==> src/rtl/udp_spot_pkg.sv <==
package udp_spot_pkg;
   typedef logic [7:0] byte_t;

   // character k (0 = first) of a packed string of n characters
   function automatic byte_t char_at(input logic [255:0] s, input int n, input int k);
      return s[(n-1-k)*8 +: 8];
   endfunction
endpackage

==> src/rtl/udp_spot_hdr_walker.sv <==
module udp_spot_hdr_walker
   import udp_spot_pkg::*;
#(
   parameter int IP_HDR_BYTES  = 20,
   parameter int UDP_HDR_BYTES = 8,
   parameter int LEN_OFS       = 4,
   parameter int LEN_W         = 16
) (
   input  logic             clk,
   input  logic             rst_n,
   input  logic             in_vld,
   input  logic             in_sop,
   input  byte_t            in_byte,
   output logic             payload_o,
   output logic             len_stb_o,
   output logic [LEN_W-1:0] len_val_o
);
   localparam int HDR_TOTAL  = IP_HDR_BYTES + UDP_HDR_BYTES;
   localparam int CNT_W      = $clog2(HDR_TOTAL + 1);
   localparam int LEN_BYTES  = LEN_W / 8;
   localparam int LEN_HI_POS = IP_HDR_BYTES + LEN_OFS;
   localparam int LEN_LO_POS = LEN_HI_POS + LEN_BYTES - 1;

   logic [CNT_W-1:0] pos_q;
   logic [LEN_W-9:0] acc_q;
   logic             in_field, at_last;

   // byte position of the current beat inside the packet header
   assign in_field  = in_vld && !in_sop && pos_q >= CNT_W'(LEN_HI_POS) && pos_q < CNT_W'(LEN_LO_POS);
   assign at_last   = in_vld && !in_sop && pos_q == CNT_W'(LEN_LO_POS);
   assign payload_o = in_vld && !in_sop && pos_q == CNT_W'(HDR_TOTAL);
   assign len_stb_o = at_last;
   assign len_val_o = at_last ? {acc_q, in_byte} : '0;

   always_ff @(posedge clk or negedge rst_n) begin
      if (!rst_n) begin
         pos_q <= '0;
      end else if (in_vld) begin
         if (in_sop)
            pos_q <= CNT_W'(1);
         else if (pos_q != CNT_W'(HDR_TOTAL))
            pos_q <= pos_q + CNT_W'(1);
      end
   end

   generate
      if (LEN_BYTES > 2) begin : g_wide
         always_ff @(posedge clk or negedge rst_n) begin
            if (!rst_n)        acc_q <= '0;
            else if (in_field) acc_q <= {acc_q[LEN_W-17:0], in_byte};
         end
      end else begin : g_two
         always_ff @(posedge clk or negedge rst_n) begin
            if (!rst_n)        acc_q <= '0;
            else if (in_field) acc_q <= in_byte;
         end
      end
   endgenerate
endmodule

==> src/rtl/udp_spot_matcher.sv <==
module udp_spot_matcher
   import udp_spot_pkg::*;
#(
   parameter int                 PAT_LEN = 5,
   parameter logic [PAT_LEN*8-1:0] PATTERN = "corn!"
) (
   input  logic  clk,
   input  logic  rst_n,
   input  logic  restart_i,
   input  logic  step_i,
   input  byte_t in_byte,
   output logic  hit_o
);
   localparam int IDX_W = $clog2(PAT_LEN);

   logic [PAT_LEN-1:0] eq;
   logic [IDX_W-1:0]   idx_q;
   logic               cur_eq;

   // one comparator per pattern position
   for (genvar k = 0; k < PAT_LEN; k++) begin : g_cmp
      assign eq[k] = in_byte == PATTERN[(PAT_LEN-1-k)*8 +: 8];
   end

   assign cur_eq = eq[idx_q];
   assign hit_o  = step_i && cur_eq && idx_q == IDX_W'(PAT_LEN-1);

   always_ff @(posedge clk or negedge rst_n) begin
      if (!rst_n) begin
         idx_q <= '0;
      end else if (restart_i) begin
         idx_q <= '0;
      end else if (step_i) begin
         if (cur_eq)
            idx_q <= (idx_q == IDX_W'(PAT_LEN-1)) ? '0 : idx_q + IDX_W'(1);
         else
            idx_q <= eq[0] ? IDX_W'(1) : '0;
      end
   end
endmodule

==> src/rtl/udp_payload_spotter.sv <==
module udp_payload_spotter
   import udp_spot_pkg::*;
#(
   parameter int                   IP_HDR_BYTES  = 20,
   parameter int                   UDP_HDR_BYTES = 8,
   parameter int                   LEN_OFS       = 4,
   parameter int                   LEN_W         = 16,
   parameter int                   PAT_LEN       = 5,
   parameter logic [PAT_LEN*8-1:0] PATTERN       = "corn!"
) (
   input  logic             clk,
   input  logic             rst_n,
   input  logic             in_vld,
   input  logic             in_sop,
   input  logic [7:0]       in_byte,
   output logic             alert_o,
   output logic             len_vld_o,
   output logic [LEN_W-1:0] len_o
);
   initial begin : param_checks
      assert (LEN_W >= 16 && LEN_W % 8 == 0)
         else $error("LEN_W must be a multiple of 8, at least 16");
      assert (LEN_OFS + LEN_W / 8 <= UDP_HDR_BYTES)
         else $error("length field must fit in the UDP header");
      assert (PAT_LEN >= 2 && PAT_LEN <= 32)
         else $error("PAT_LEN out of range");
      assert (IP_HDR_BYTES >= 1)
         else $error("IP_HDR_BYTES must be positive");
   end

   logic             payload, len_stb, hit;
   logic [LEN_W-1:0] len_val;

   udp_spot_hdr_walker #(
      .IP_HDR_BYTES (IP_HDR_BYTES),
      .UDP_HDR_BYTES(UDP_HDR_BYTES),
      .LEN_OFS      (LEN_OFS),
      .LEN_W        (LEN_W)
   ) walker_i (
      .clk      (clk),
      .rst_n    (rst_n),
      .in_vld   (in_vld),
      .in_sop   (in_sop),
      .in_byte  (in_byte),
      .payload_o(payload),
      .len_stb_o(len_stb),
      .len_val_o(len_val)
   );

   udp_spot_matcher #(
      .PAT_LEN(PAT_LEN),
      .PATTERN(PATTERN)
   ) matcher_i (
      .clk      (clk),
      .rst_n    (rst_n),
      .restart_i(in_vld && in_sop),
      .step_i   (payload),
      .in_byte  (in_byte),
      .hit_o    (hit)
   );

   always_ff @(posedge clk or negedge rst_n) begin
      if (!rst_n) begin
         alert_o   <= 1'b0;
         len_vld_o <= 1'b0;
         len_o     <= '0;
      end else begin
         alert_o   <= hit;
         len_vld_o <= len_stb;
         len_o     <= len_val;
      end
   end
endmodule

==> config.mk <==
export PLATFORM = sky130hd
export DESIGN_NAME = udp_payload_spotter
export DESIGN_NICKNAME = d
export VERILOG_FILES = /design/src/rtl/udp_spot_pkg.sv /design/src/rtl/udp_spot_hdr_walker.sv /design/src/rtl/udp_spot_matcher.sv /design/src/rtl/udp_payload_spotter.sv
export SDC_FILE = /design/constraint.sdc
export NUM_CORES = 1
export LEC_CHECK = 0
export ABC_AREA = 0
export CAP_MARGIN = 15
export CELL_PAD_IN_SITES_DETAIL_PLACEMENT = 0
export CELL_PAD_IN_SITES_GLOBAL_PLACEMENT = 1
export CORE_MARGIN = 1
export CORE_UTILIZATION = 40
export DETAILED_ROUTE_END_ITERATION = 10
export PLACE_DENSITY_LB_ADDON = 0.1
export SLEW_MARGIN = 10
export SYNTH_ARGS = -nofsm -noshare
export SYNTH_HDL_FRONTEND = slang
export SYNTH_SLANG_ARGS = --single-unit
==> constraint.sdc <==
create_clock -name clk -period 6.4 [get_ports clk]
set_clock_uncertainty 0.2 [all_clocks]
set_input_delay 1.28 -clock clk [delete_from_list [all_inputs] [get_ports clk]]
set_output_delay 1.28 -clock clk [all_outputs]
set_load 0.05 [all_outputs]
==> results.json <==
{
  "synth_area_leader_cell": "dfrtp_1",
  "syn_nets": 135,
  "met1_usage_pct": 20.9,
  "dieArea_um2": 3940,
  "first_global_vias": 990,
  "synth_seq_cells": 34,
  "cts_buffers": 5,
  "first_iter_violations": 13,
  "cts_tree": "yes",
  "synth_area_um2": 1480,
  "hold_class": "flip-flop to flip-flop",
  "num_antenna_cells": 0,
  "insertion_delay_ns": 0.28,
  "fp-row-count": 21,
  "cts_buffer_depth": 2,
  "critPathCaptureType": "flip-flop",
  "slew_violations": 0,
  "syn_to_final_growth_pct": 29.4,
  "initial_core_util_pct": 43.0,
  "first_pass_iters": 4,
  "finalSetupViolCount": 0,
  "io_buffers": 29,
  "viasPerCell": 5.05,
  "yosys.area.top_type_share_pct": 57.5,
  "fmax_mhz": 295,
  "io_pins": 30,
  "cts_resized": 0,
  "grt-ovfl-total": 0,
  "yosysWarningCount": 0,
  "gp_congestion": 0.805,
  "root_buffer": "clkbuf_8",
  "leakage_nw": 0.875,
  "post_drt_wl_per_cell_um": 13.2,
  "cp.required_ns": 6.38,
  "synthTopCellsByArea": "dfrtp_1 58%, and2_1 7.2%, mux2_2 6.1%, ha_1 4.2%, xor2_1 1.8%",
  "hold_viol": 0,
  "vias": 1004,
  "path_class": "primary input to flip-flop",
  "grtUsageMet2_pct": 23.1,
  "worst_pin_slew_ns": 0.853,
  "fin_crit_ns": 3.39,
  "synth_area_per_cell_um2": 12.5,
  "design_area_um2": 1910,
  "tns_ns": 0,
  "outcome": "finished, final reports clean",
  "postSynthCellCount": 118,
  "relSlewSlack_pct": 42.6,
  "vdd_ir_drop_max_mv": 0.102,
  "power_density_nw_per_um2": 221,
  "grt_util_met3_pct": 3.47,
  "path_clk_slew_ns": 0.08,
  "globalRoute.busiestLayer": "met2",
  "routed_wirelength_mm": 2.63,
  "ant_nets": 0,
  "hold_buffers": 0,
  "grt_pass1_wl_mm": 4.67,
  "grt_start_max_net_pins": 35,
  "drc": 0,
  "postCtsSetupBuffers": 0,
  "timing.hold.ws_ns": 0.277,
  "htree_levels": 2,
  "die_w_um": 62.8,
  "core_area_um2": 3440,
  "cp.arrival_ns": 3.37,
  "antenna_found_initial": 0,
  "period_share_pct": 52.9,
  "critPathMaxFanout": 11,
  "place_area_um2": 1820,
  "synthDistinctLibCells": 35,
  "yosysSeqAreaShare_pct": 57.5,
  "cts_sinks": 34,
  "rsz0062_at_grt": "false",
  "grt_use_total_pct": 15.4,
  "drive_above_1_share_pct": 14.4,
  "die_y_um": 62.8,
  "final_nets": 169,
  "pre_cts_slack_ns": 2.72,
  "cp-start-kind": "primary input",
  "dpl.hpwl_mm": 1.87,
  "maxCapViolCount": 0,
  "worst_slack_ns": 3.01
}
-- flip-flops by register name, summed over array words and instances (netlist names) --
register         flops
matcher_i.idx_q      3
walker_i.pos_q       5
len_o               16
len_vld_o            1
walker_i.acc_q       8
alert_o              1
-- layout make-up --
| type | instances | area [um^2] |
|---|---|---|
| fillers | 305 | 1530 |
| flip-flops and latches | 34 | 851 |
| multi-input cells | 76 | 591 |
| repair buffers | 31 | 305 |
| clock buffers | 6 | 82.6 |
| well taps | 46 | 57.6 |
| inverters | 4 | 15.0 |
| clock inverters | 2 | 12.5 |
-- cell usage after synthesis --
| cell | n |
|---|---|
| o21ai_0 | 2 |
| nand2_1 | 4 |
| and3b_1 | 1 |
| nand2b_1 | 2 |
| and2_1 | 17 |
| clkbuf_1 | 3 |
| xor2_1 | 3 |
| a21oi_1 | 5 |
| or3b_2 | 1 |
| ha_1 | 5 |
| nand3_1 | 1 |
| or4b_4 | 1 |
| or4b_1 | 1 |
| nor2_1 | 2 |
| nor4_1 | 1 |
| inv_1 | 4 |
| buf_6 | 1 |
| nand4_1 | 1 |
| nor4b_1 | 2 |
| dfrtp_1 | 34 |
| nor4_2 | 1 |
| a41o_1 | 1 |
| a22o_1 | 1 |
| nand4b_2 | 1 |
| nor3_1 | 3 |
| o211ai_1 | 2 |
| o41a_1 | 1 |
| nor3b_1 | 2 |
| o311ai_1 | 1 |
| o22ai_1 | 1 |
| and3_1 | 2 |
| and4b_1 | 1 |
| o2111ai_1 | 1 |
| mux2_2 | 8 |
| a221o_1 | 1 |
-- metrics by stage --
stage,power (mW),std cells,utilization [%]
2_1_floorplan,0.246,118,-
3_3_place_gp,0.262,191,52.9
3_5_place_dp,0.263,191,52.9
4_1_cts,0.429,199,55.6
5_1_grt,0.442,199,55.6
6_report,0.424,199,55.6
-- cell usage in the layout (no fill, tap or decap), types with 2 or more instances in the layout --
cell type / count
dfrtp_1: 34
clkdlybuf4s50_1: 29
and2_1: 17
mux2_2: 8
clkbuf_8: 6
a21oi_1: 5
ha_1: 5
inv_1: 4
nand2_1: 4
nor3_1: 3
xor2_1: 3
nor3b_1: 2
nor2_1: 2
nor4b_1: 2
and3_1: 2
nand2b_1: 2
o211ai_1: 2
o21ai_0: 2
buf_4: 2
-- logic make-up (layout without fill, tap and decap cells) --
group | count (synthesis) | count (layout) | synth area share [%]
fa+ha+maj | 5 | 5 | 4.23
xor+xnor | 3 | 3 | 1.78
buf+inv | 8 | 43 | 2.54
flops | 34 | 34 | 57.5
simple gates | 44 | 44 | 20.1
compound gates | 16 | 16 | 7.70
mux | 8 | 8 | 6.09
-- metal layers --
layer  wire [um]  up-vias
li1            -      487
met1        1270      484
met2        1220       27
met3          88        6
met4          54        0
met5           0        -
-- power by group --
group	switching [mW]	internal [mW]	leakage (nW)	total, mW
sequential	0.00832	0.219	0.470	0.228
clock	0.0787	0.0864	0.0472	0.165
combinational	0.0167	0.0144	0.358	0.0311
total	0.104	0.320	0.875	0.424
-- worst max-delay path, stage by stage --
cell and delay [ns]:
clkdlybuf4s50_1 0.57, nand4b_2 0.31, or4b_4 0.57, or4b_1 0.54, o311ai_1 0.10
-- worst paths after layout --
check	to	cells past startpoint	startpoint	slack, ns
min in group asynchronous	len_o[7]$_DFF_PN0_	2	rst_n	1.20
max in group asynchronous	walker_i.acc_q[4]$_DFFE_PN0P_	2	rst_n	4.50
max	matcher_i.idx_q[0]$_DFFE_PN0P_	5	in_sop	3.01
max reg2reg	matcher_i.idx_q[0]$_DFFE_PN0P_	6	walker_i.pos_q[0]$_DFFE_PN0P_	4.15
min	len_o[12]$_DFF_PN0_	1	walker_i.acc_q[4]$_DFFE_PN0P_	0.28
min reg2reg	len_o[12]$_DFF_PN0_	1	walker_i.acc_q[4]$_DFFE_PN0P_	0.28
Power figures use the tool's default switching activity.
